File: src/rtl/irq_arb_pkg.sv
package irq_arb_pkg;
  localparam int LVL_W = 2;
  typedef logic [LVL_W-1:0] lvl_t;
  localparam lvl_t LVL_TOP = 2'd3;
  localparam lvl_t LVL_ORD_MAX = 2'd2;
  localparam lvl_t LVL_DBG_MIN = 2'd1;

  function automatic lvl_t raised_level(lvl_t l);
    return (l == LVL_TOP) ? LVL_TOP : l + 2'd1;
  endfunction
endpackage

File: src/rtl/irq_src_qual.sv
module irq_src_qual
  import irq_arb_pkg::*;
#(
  parameter int N_SRC = 8,
  parameter logic [N_SRC-1:0] DBG_MASK = '0,
  parameter logic [N_SRC-1:0] SWL_MASK = '0,
  parameter logic [N_SRC-1:0] NMI_MASK = '0
) (
  input  logic [N_SRC-1:0]       req,
  input  logic [N_SRC-1:0]       en,
  input  logic [2*N_SRC-1:0]     cfg,
  input  logic                   gmask,
  input  lvl_t                   cur,
  output logic [N_SRC-1:0]       elig,
  output logic [2*N_SRC-1:0]     eff
);
  for (genvar i = 0; i < N_SRC; i++) begin : g_src
    lvl_t raw;
    lvl_t lv;
    assign raw = cfg[2*i +: 2];
    if (NMI_MASK[i]) begin : g_nmi
      assign lv = LVL_TOP;
      assign elig[i] = req[i];
    end else if (SWL_MASK[i]) begin : g_swl
      assign lv = '0;
      assign elig[i] = req[i] && !gmask && (lv >= cur);
    end else if (DBG_MASK[i]) begin : g_dbg
      assign lv = (raw < LVL_DBG_MIN) ? LVL_DBG_MIN : raw;
      assign elig[i] = req[i] && en[i] && !gmask && (lv >= cur);
    end else begin : g_ord
      assign lv = (raw > LVL_ORD_MAX) ? LVL_ORD_MAX : raw;
      assign elig[i] = req[i] && en[i] && !gmask && (lv >= cur);
    end
    assign eff[2*i +: 2] = lv;
  end
endmodule

File: src/rtl/irq_pick.sv
module irq_pick
  import irq_arb_pkg::*;
#(
  parameter int N_SRC = 8,
  localparam int VEC_W = (N_SRC > 1) ? $clog2(N_SRC) : 1
) (
  input  logic [N_SRC-1:0]   elig,
  input  logic [2*N_SRC-1:0] eff,
  output logic               any,
  output logic [VEC_W-1:0]   vec,
  output lvl_t               lvl
);
  always_comb begin
    any = 1'b0;
    vec = '0;
    lvl = '0;
    for (int i = 0; i < N_SRC; i++) begin
      if (elig[i] && (!any || (eff[2*i +: 2] > lvl))) begin
        any = 1'b1;
        vec = VEC_W'(i);
        lvl = eff[2*i +: 2];
      end
    end
  end
endmodule

File: src/rtl/irq_lvl_stack.sv
module irq_lvl_stack
  import irq_arb_pkg::*;
#(
  parameter int DEPTH = 4,
  localparam int PTR_W = $clog2(DEPTH + 1),
  localparam int ADR_W = (DEPTH > 1) ? $clog2(DEPTH) : 1
) (
  input  logic clk,
  input  logic rst,
  input  logic push,
  input  logic pop,
  input  lvl_t wdata,
  output lvl_t top,
  output logic empty,
  output logic full
);
  lvl_t mem [DEPTH];
  logic [PTR_W-1:0] ptr;
  logic [PTR_W-1:0] top_ptr;
  logic [ADR_W-1:0] top_adr;
  logic [ADR_W-1:0] wr_adr;
  logic             do_pop;
  logic             do_push;

  assign empty   = (ptr == '0);
  assign full    = (ptr == PTR_W'(DEPTH));
  assign top_ptr = ptr - 1'b1;
  assign top_adr = top_ptr[ADR_W-1:0];
  assign top     = mem[top_adr];
  assign do_pop  = pop && !empty;
  assign do_push = push && (!full || do_pop);
  assign wr_adr  = do_pop ? top_adr : ptr[ADR_W-1:0];

  always_ff @(posedge clk) begin
    if (do_push) mem[wr_adr] <= wdata;
  end

  always_ff @(posedge clk) begin
    if (rst) ptr <= '0;
    else if (do_push && !do_pop) ptr <= ptr + 1'b1;
    else if (do_pop && !do_push) ptr <= ptr - 1'b1;
  end
endmodule

File: src/rtl/irq_nest_arb.sv
module irq_nest_arb
  import irq_arb_pkg::*;
#(
  parameter int N_SRC = 8,
  parameter int STK_DEPTH = 4,
  parameter logic [N_SRC-1:0] DBG_MASK = 8'h40,
  parameter logic [N_SRC-1:0] SWL_MASK = 8'h20,
  parameter logic [N_SRC-1:0] NMI_MASK = 8'h80,
  localparam int VEC_W = (N_SRC > 1) ? $clog2(N_SRC) : 1
) (
  input  logic               clk,
  input  logic               rst,
  input  logic [N_SRC-1:0]   src_req,
  input  logic [N_SRC-1:0]   src_en,
  input  logic [2*N_SRC-1:0] src_cfg,
  input  logic               gbl_mask,
  input  logic               lvl_wr,
  input  logic [1:0]         lvl_wdata,
  input  logic               irq_ack,
  input  logic               irq_rti,
  output logic               irq_valid,
  output logic [VEC_W-1:0]   irq_vec,
  output logic [1:0]         irq_lvl,
  output logic [1:0]         cur_lvl
);
  localparam logic [N_SRC-1:0] SWL_V = SWL_MASK;

  logic [N_SRC-1:0]   elig;
  logic [2*N_SRC-1:0] eff;
  logic               pick_any;
  logic [VEC_W-1:0]   pick_vec;
  lvl_t               pick_lvl;
  logic               held_swl;
  lvl_t               stk_top;
  logic               stk_empty;
  logic               stk_full;
  logic               take_ack;
  logic               take_rti;
  lvl_t               base_lvl;

  irq_src_qual #(
    .N_SRC(N_SRC), .DBG_MASK(DBG_MASK), .SWL_MASK(SWL_MASK), .NMI_MASK(NMI_MASK)
  ) u_qual (
    .req(src_req), .en(src_en), .cfg(src_cfg), .gmask(gbl_mask),
    .cur(cur_lvl), .elig(elig), .eff(eff)
  );

  irq_pick #(.N_SRC(N_SRC)) u_pick (
    .elig(elig), .eff(eff), .any(pick_any), .vec(pick_vec), .lvl(pick_lvl)
  );

  assign take_ack = irq_ack && irq_valid;
  assign take_rti = irq_rti && !stk_empty;
  assign base_lvl = take_rti ? stk_top : cur_lvl;

  irq_lvl_stack #(.DEPTH(STK_DEPTH)) u_stk (
    .clk(clk), .rst(rst), .push(take_ack), .pop(take_rti),
    .wdata(base_lvl), .top(stk_top), .empty(stk_empty), .full(stk_full)
  );

  always_ff @(posedge clk) begin
    if (rst) cur_lvl <= LVL_TOP;
    else if (take_ack) cur_lvl <= held_swl ? base_lvl : raised_level(irq_lvl);
    else if (take_rti) cur_lvl <= stk_top;
    else if (lvl_wr) cur_lvl <= lvl_wdata;
  end

  always_ff @(posedge clk) begin
    if (rst) begin
      irq_valid <= 1'b0;
      irq_vec   <= '0;
      irq_lvl   <= '0;
      held_swl  <= 1'b0;
    end else begin
      irq_valid <= pick_any && !stk_full && !take_ack && !take_rti && !lvl_wr;
      irq_vec   <= pick_vec;
      irq_lvl   <= pick_lvl;
      held_swl  <= SWL_V[pick_vec];
    end
  end
endmodule

File: config.mk
export PLATFORM = sky130hd
export DESIGN_NAME = irq_nest_arb
export DESIGN_NICKNAME = d
export VERILOG_FILES = /design/src/rtl/irq_arb_pkg.sv /design/src/rtl/irq_src_qual.sv /design/src/rtl/irq_pick.sv /design/src/rtl/irq_lvl_stack.sv /design/src/rtl/irq_nest_arb.sv
export SDC_FILE = /design/constraint.sdc
export NUM_CORES = 1
export LEC_CHECK = 0
export BUFFER_PORTS_ARGS = -buffer_cell sky130_fd_sc_hd__buf_4
export CAP_MARGIN = 20
export CORE_AREA = 2 2 58 115
export CTS_BUF_LIST = sky130_fd_sc_hd__clkbuf_16
export CTS_CLUSTER_DIAMETER = 150
export CTS_CLUSTER_SIZE = 28
export DETAILED_ROUTE_END_ITERATION = 16
export DIE_AREA = 0 0 60 117
export HOLD_SLACK_MARGIN = 0.02
export PLACE_DENSITY_LB_ADDON = 0.2
export SLEW_MARGIN = 20
export SYNTH_ARGS = -nofsm -noshare
export SYNTH_HDL_FRONTEND = slang
export SYNTH_SLANG_ARGS = --single-unit
File: constraint.sdc
create_clock -name clk -period 17.61 [get_ports clk]
set_input_delay 2.6415 -clock clk [delete_from_list [all_inputs] [get_ports clk]]
set_output_delay 2.6415 -clock clk [all_outputs]
set_load 0.02 [all_outputs]
==> results of run 1 <==
synthesized netlist by cell type, drive strengths merged, types with 2 or more instances:
library cell	instances	area, sq um
nor3	10	50.1
nor4b	2	17.5
nor2b	4	32.5
a21oi	21	105
a211o	2	17.5
and2	4	27.5
a21o	7	52.6
o22ai	2	25.0
or3	2	17.5
or2	2	15.0
nor2	15	56.3
a31oi	4	25.0
and3	2	12.5
dfxtp	12	240
nand3	4	20.0
clkbuf	5	18.8
ha	26	325
buf	3	30.0
nand2	20	75.1
mux2i	2	20.0
o21ai	8	40.0
a211oi	8	70.1
xor2	2	17.5
edfxtp	8	240
nand2b	10	62.6
inv	14	52.6
mux4	2	48.8
cell families (layout without fill, tap and decap cells):
group	count (synthesis)	after routing	synth area share, %
muxes	4	4	3.71
DFF	20	20	25.9
buffers and inverters	22	59	5.47
xor gates and xnor gates	2	2	0.945
and+or+nand+nor	79	79	22.8
AOI/OAI and AO/OA	63	63	23.6
adders and majority gates	26	26	17.6
power breakdown:
part	switching [mW]	internal, mW	total, mW
sequential	0.00952	0.0602	0.0697
combinational	0.0697	0.0545	0.124
clock	0.0159	0.0302	0.0461
through the flow:
stage               worst slack, ns  util, %  total power, mW
CTS                            8.33     37.0            0.243
global placement               8.17     35.8            0.193
global route                   7.70     37.0            0.264
detailed placement             8.08     35.8            0.196
finish                         8.34     37.0            0.240
floorplan                      8.89        -            0.162
layout make-up:
cell class,count,area [sq um]
clock inverters,1,3.75
well taps,86,108
fillers,659,3910
flip-flops and latches,20,480
inverters,14,52.6
repair buffers,41,308
multi-input cells,174,1270
clock buffers,3,75.1
registers in the layout, indices dropped and copies added, names as in the netlist:
signal     cells
u_stk.mem      8
u_stk.ptr      3
cur_lvl        2
irq_valid      1
held_swl       1
irq_lvl        2
irq_vec        3
placed cells by master (no fill, tap or decap), drive strengths merged, types with 2 or more instances in the layout:
cell type / count
a211o: 2
a211oi: 8
a21o: 7
a21oi: 21
a31oi: 4
and2: 4
and3: 2
buf: 41
clkbuf: 3
dfxtp: 12
edfxtp: 8
ha: 26
inv: 15
mux2i: 2
mux4: 2
nand2: 20
nand2b: 10
nand3: 4
nor2: 15
nor2b: 4
nor3: 10
nor4b: 2
o21ai: 8
o22ai: 2
or2: 2
or3: 2
xor2: 2
tightest hold or removal path, stage by stage, from the launching register on:
cell and delay, ns:
dfxtp_1 0.33, o21ai_0 0.08, a21oi_1 0.06
worst paths after layout:
path              cells past startpoint      endpoint    startpoint  slack (ns)
setup / recovery                     34    irq_lvl[0]    src_cfg[1]        8.34
hold / removal                        2  u_stk.ptr[2]  u_stk.ptr[2]        0.51
setup reg to reg                     32    irq_lvl[0]    cur_lvl[0]       10.35
hold reg to reg                       2  u_stk.ptr[2]  u_stk.ptr[2]        0.51
metal layers:
| layer | global-route usage (%) | up-vias | share of wire, % |
|---|---|---|---|
| met5 | 0 | - | 0 |
| met4 | 3.56 | 0 | 1.2 |
| met3 | 1.65 | 5 | 6.0 |
| met2 | 21.3 | 55 | 45 |
| met1 | 18.0 | 735 | 48 |
| li1 | - | 868 | - |
==> results.toml, run 1 <==
[floorplanning]
fp.dieW_microns = 60
start_util_pct = 29.9
ios = 48
die_h_microns = 117
die-area_sq_um = 7020
rows = 41
core_sq_um = 6210

[critical_path]
cp.arrival_ns = 9.39
end_kind = "flip-flop"
cpMostUsedCell = "ha_1"
crit_type = "in -> reg"
crit_family = "compound AO/OA/AOI/OAI gates"
cp_max_fo = 5
cp.required_ns = 17.73
slowest_delay_ns = 0.44
crit_slowest_cell = "a2111oi_1"
critPathBufInv = 2
startpoint_type = "input pin"

[clocking]
root_buffer = "clkbuf_16"
hold_buffers = 0
htreeDepth = 1
cts.clk_slew.worst_paths_ns = 0.05
clock_latency_ns = 0.25
cts_buffer_depth = 2
cts_buffers = 3
cts_resized = 0
clkSinkCount = 20
cts_tree = "done"
cts_setup_buffers = 0

[detailed_routing]
dr.pass1.iters = 4
drt_wl_total_mm = 4.26
drt_iter0_markers = 53
drc = 0
wl_per_cell_microns = 12.6
via_count = 1663
ant_nets = 0
viasPerCell = 4.91

[finish]
antenna_cells = 0
final_area_sq_um = 2300
drive_gt1_share_pct = 21.7
syn2layout_area_growth_pct = 24.0
final_cells = 339
nets = 320

[timing]
fmax_ghz = 0.108
hold_viol = 0
rsz0062_at_grt = "no"
clock_skew_ns = 0.00345
tightestPinTransition_ns = 0.735
setup_tns_ns = 0
holdWs_ns = 0.512
period_needed_ns = 9.27
maxSlewViolCount = 0
setup_violations = 0
min_period_over_period_pct = 52.6
slew_headroom_pct = 50.3

[global_routing]
grt_use_total_pct = 13.1
grt_max_degree = 12
overflow = 0
grt_pass1_wl_mm = 7.19
grt_pass1_vias = 1575
antenna_found_initial = 0

[yosys]
syn-cell-area_sq_um = 1850
ys_types = 51
async_flop_share_pct = 0
ys.flop_type = "dfxtp_1"
ys.warnings.count = 0
synth_nets = 282
synth_seq_cells = 20
synth_edf_count = 8
seq_area_frac_synth_pct = 25.9
synthCells = 216
avgSynthCellArea_sq_um = 8.58

[placement]
gp_congestion = 0.824
placed_area_sq_um = 2220
hpwl_mm = 3.46
io_buffers = 41
dpl.cell_count = 335

[pwr]
power_per_cell_area_nw_per_um2 = 104
max-vdd-ir-drop_mv = 0.0396
power.leakage_nw = 1.00

[job]
drv_cap = 0

[run_status]
status = "finished, final reports clean"

[hold_path]
hold_class = "reg -> reg"
Note: power is estimated with default switching activity, not from simulation.
==> run 2: changes to the inputs <==
==> constraint.sdc (replaced) <==
create_clock -name clk -period 7.8 [get_ports clk]
set_input_delay 1.17 -clock clk [delete_from_list [all_inputs] [get_ports clk]]
set_output_delay 1.17 -clock clk [all_outputs]
set_load 0.02 [all_outputs]
==> results.toml, run 2 (synthesis gave the netlist of run 1 again) <==
[critical_path]
cp_max_fo = 5
cp.arrival_ns = 7.48
cp.required_ns = 7.99
startpoint_type = "input pin"
end_kind = "flip-flop"
cpMostUsedCell = "ha_1"
crit_type = "in -> reg"
crit_slowest_cell = "or3_4"
slowest_delay_ns = 0.35

[pwr]
p_sw_mw = 0.224
power_per_cell_area_nw_per_um2 = 229
intPower_mw = 0.343
switching_share_pct = 39.5
p_clk_share_pct = 18.4
p_total_mw = 0.566
max-vdd-ir-drop_mv = 0.0959
power_frac_comb_pct = 54.8
power.leakage_nw = 1.08
p_seq_share_pct = 26.9

[detailed_routing]
via_count = 1718
wl_per_cell_microns = 12.2
ant_nets = 0
dr.pass1.iters = 4
drc = 0
drt_wl_total_mm = 4.34
drt_iter0_markers = 58
viasPerCell = 4.84

[timing]
setup_tns_ns = 0
clock_skew_ns = 0.00351
tightestPinTransition_ns = 0.762
hold_viol = 0
holdWs_ns = 0.519
fmax_ghz = 0.137
setup_violations = 0
min_period_over_period_pct = 93.5
slew_headroom_pct = 48.8
rsz0062_at_grt = "no"
period_needed_ns = 7.29
maxSlewViolCount = 0

[finish]
antenna_cells = 0
final_cell_mix = "57 x buf_4, 26 x ha_1, 20 x nand2_1"
final_core_util_pct = 39.8
ff_latch_area_sq_um = 480
final_common_cell = "buf_4"
syn2layout_area_growth_pct = 33.2
multiInputGateArea_sq_um = 1320
regMostFlops = "u_stk.mem"
drive_gt1_share_pct = 29.4
nets = 336
fillCellCount = 661
largest_reg_flops = 8
reg_top3 = "u_stk.mem: 8 flops, irq_vec: 3 flops, u_stk.ptr: 3 flops"
final_cells = 355

[global_routing]
grt_use_total_pct = 13.4
overflow = 0
grt_pass1_vias = 1669
antenna_found_initial = 0
grt_pass1_wl_mm = 7.45
grt_max_degree = 12

[floorplanning]
start_util_pct = 29.9
core_sq_um = 6210
ios = 48
die-area_sq_um = 7020
die_h_microns = 117
fp.dieW_microns = 60
rows = 41

[placement]
gp_congestion = 0.825
io_buffers = 41
hpwl_mm = 3.52
dpl.cell_count = 350

[job]
drv_cap = 0

[clocking]
cts_tree = "done"
cts_buffers = 3
cts.clk_slew.worst_paths_ns = 0.05
clock_latency_ns = 0.25
cts_buffer_depth = 2
root_buffer = "clkbuf_16"
htreeDepth = 1
clkSinkCount = 20

[run_status]
status = "finished, final reports clean"

[hold_path]
hold_class = "reg -> reg"
[run 2: per-layer routing]
layer | global-route usage, % | wire [microns] | share of wire, %
met5 | 0 | 0 | 0
met1 | 18.9 | 2100 | 48
met4 | 2.67 | 14 | 0.32
met2 | 21.7 | 2050 | 47
met3 | 1.54 | 177 | 4.1
[run 2: cell type report]
| class | instances | share of cell area [%] |
|---|---|---|
| Clock buffer | 3 | 3.04 |
| Clock inverter | 1 | 0.152 |
| Inverter | 14 | 2.13 |
| Multi-Input combinational cell | 174 | 53.5 |
| Sequential cell | 20 | 19.5 |
| Tap cell | 86 | 4.36 |
| Timing Repair Buffer | 57 | 17.3 |
[run 2: metrics by stage]
step / instance area, sq um / setup slack (ns)
global route: 2470 / 0.0337
floorplan: 1850 / 0.549
CTS: 2410 / 0.331
global placement: 2330 / 0.118
finish: 2470 / 0.511
detailed placement: 2330 / 0.0858
[run 2: power by group through the flow]
stage | clock [mW] | sequential, mW | combinational [mW]
floorplan | 0 | 0.160 | 0.205
global placement | 0 | 0.154 | 0.295
detailed placement | 0 | 0.155 | 0.300
CTS | 0.106 | 0.152 | 0.303
global route | 0.111 | 0.155 | 0.355
finish | 0.104 | 0.152 | 0.310
[run 2: worst paths after layout]
path	startpoint	to	slack [ns]	cells after the start
worst min register to register	u_stk.ptr[2]	u_stk.ptr[2]	0.52	2
worst min-delay path	u_stk.ptr[2]	u_stk.ptr[2]	0.52	2
worst max-delay path	src_cfg[1]	held_swl	0.51	36
worst max register to register	cur_lvl[1]	held_swl	1.17	34
[run 2: timing repair]
item	in CTS	in global routing
setup buffers	0	1
gates resized for setup	0	11
endpoints found under the setup margin	0	6
hold buffers	0	0
[run 2: worst max-delay path, delay by kind of cell]
family	cells	cell delay (ns)
adders and majority gates	6	1.65
buffers and inverters	3	0.32
AOI/OAI and AO/OA	18	2.67
and+or+nand+nor	9	1.65
==> run 3: changes to the inputs <==
--- a/config.mk
+++ b/config.mk
@@ -14,7 +14,7 @@
 export DETAILED_ROUTE_END_ITERATION = 16
 export DIE_AREA = 0 0 60 117
 export HOLD_SLACK_MARGIN = 0.02
-export PLACE_DENSITY_LB_ADDON = 0.2
+export PLACE_DENSITY = 0.5
 export SLEW_MARGIN = 20
 export SYNTH_ARGS = -nofsm -noshare
 export SYNTH_HDL_FRONTEND = slang
==> results.toml, run 3 (synthesis gave the netlist of run 1 again) <==
[floorplanning]
die_h_microns = 117
fp.dieW_microns = 60
core_sq_um = 6210
ios = 48
start_util_pct = 29.9
rows = 41
die-area_sq_um = 7020

[placement]
gp_congestion = 0.760
placed_area_sq_um = 2330
hpwl_mm = 3.48
io_buffers = 41

[finish]
final_area_sq_um = 2440
syn2layout_area_growth_pct = 31.5
nets = 335
drive_gt1_share_pct = 27.2
final_common_cell = "buf_4"
final_cell_mix = "56 x buf_4, 26 x ha_1, 20 x nand2_1, 20 x a21oi_1, 15 x nor2_1"
reg_top3 = "u_stk.mem: 8 flops, irq_vec: 3 flops, u_stk.ptr: 3 flops"
antenna_cells = 0
regMostFlops = "u_stk.mem"
largest_reg_flops = 8

[critical_path]
r2r-end = "irq_lvl[0]"
cpMostUsedCell = "ha_1"
slowest_delay_ns = 0.35
crit_type = "in -> reg"
startpoint_type = "input pin"
crit_slowest_cell = "or3_4"
crit-reg2reg-launch = "cur_lvl[1]"
end_kind = "flip-flop"
ff2ff_path_depth = 34
cp.arrival_ns = 7.46
cp_max_fo = 4
cp.required_ns = 7.93
reg2reg_slack_ns = 1.12

[detailed_routing]
ant_nets = 0
drc = 0
dr.pass1.iters = 4
topRoutingLayerUsed = "met4"
via_count = 1712
wl_met1_mm = 1.95
wl_met2_mm = 2.00
wl_met3_microns = 193
drt_wl_total_mm = 4.15
wl_per_cell_microns = 11.7
drt_iter0_markers = 73
viasPerCell = 4.84

[job]
drv_cap = 0

[clocking]
cts_buffer_depth = 2
clock_latency_ns = 0.25
root_buffer = "clkbuf_16"
htreeDepth = 1
cts_buffers = 3
cts_tree = "done"
clkSinkCount = 20
cts.clk_slew.worst_paths_ns = 0.06
hold_buffers = 0

[timing]
slew_headroom_pct = 54.7
fmax_ghz = 0.136
min_period_over_period_pct = 94.1
hold_viol = 0
period_needed_ns = 7.34
setup_violations = 0
setup_tns_ns = 0
rsz0062_at_grt = "no"
tightestPinTransition_ns = 0.674
maxSlewViolCount = 0
clock_skew_ns = 0.00205

[hold_path]
hold_path.startpoint = "u_stk.ptr[2]"
hold_class = "reg -> reg"
whs_path_depth = 2
min_to = "u_stk.ptr[2]"

[pwr]
power.leakage_nw = 1.07
max-vdd-ir-drop_mv = 0.0773
power_per_cell_area_nw_per_um2 = 230

[global_routing]
grt_use_total_pct = 12.3
antenna_found_initial = 0
grt_pass1_vias = 1540
grt_pass1_wl_mm = 6.64
grt_max_degree = 12
overflow = 0

[run_status]
status = "finished, final reports clean"
## run 3: changes by cell type in the layout (fill, tap and decap cells not counted), sizes merged
cell  change
buf       -1
## run 3: layer usage
| layer | vias to the layer above | global-route usage [%] |
|---|---|---|
| met3 | 2 | 1.32 |
| met2 | 45 | 20.6 |
| li1 | 903 | - |
| met4 | 0 | 3.11 |
| met1 | 762 | 16.5 |
| met5 | - | 0 |
## run 3: power by group
part           switching, mW  internal (mW)  total, mW
Clock                 0.0367         0.0682      0.105
Combinational          0.166          0.137      0.303
Sequential            0.0158          0.136      0.152
Total                  0.219          0.341      0.560
## run 3: worst max-delay path by stage
stage	start	to	slack, ns
6_report	src_cfg[1]	irq_lvl[0]	0.46
3_5_place_dp	src_cfg[1]	irq_lvl[0]	0.05
2_1_floorplan	src_cfg[1]	irq_lvl[0]	0.55
5_1_grt	src_cfg[1]	irq_lvl[0]	0.001
3_3_place_gp	src_cfg[1]	irq_lvl[0]	0.12
4_1_cts	src_cfg[1]	irq_lvl[0]	0.31
## run 3: timing repair
item / 4_1_cts / 5_1_grt
resized for setup: 0 / 4
setup buffers: 0 / 0
setup endpoints to repair: 0 / 6
## run 3: cell type report
class                      count  area (sq um)
multi-input combinational    174          1300
inverter                      14          52.6
clock inverter                 1          3.75
clock buffer                   3          75.1
fill                         636          3770
sequential                    20           480
tap                           86           108
timing repair buffer          56           420
## run 3: critical path, delay by kind of cell
family | cells | cell delay [ns]
compound gates | 18 | 2.79
fa+ha+maj | 6 | 1.66
buf+inv | 3 | 0.33
simple gates | 9 | 1.52
## run 3: stage by stage
step | cells | hold slack (ns) | util (%) | setup WS, ns | power (mW)
after floorplan | 216 | 0.472 | - | 0.549 | 0.365
after global placement | 350 | 0.500 | 37.6 | 0.123 | 0.450
after detailed placement | 350 | 0.500 | 37.6 | 0.0496 | 0.454
after CTS | 354 | 0.508 | 38.8 | 0.313 | 0.560
after global routing | 354 | 0.550 | 39.2 | 0.00117 | 0.611
final | 354 | 0.509 | 39.2 | 0.461 | 0.560
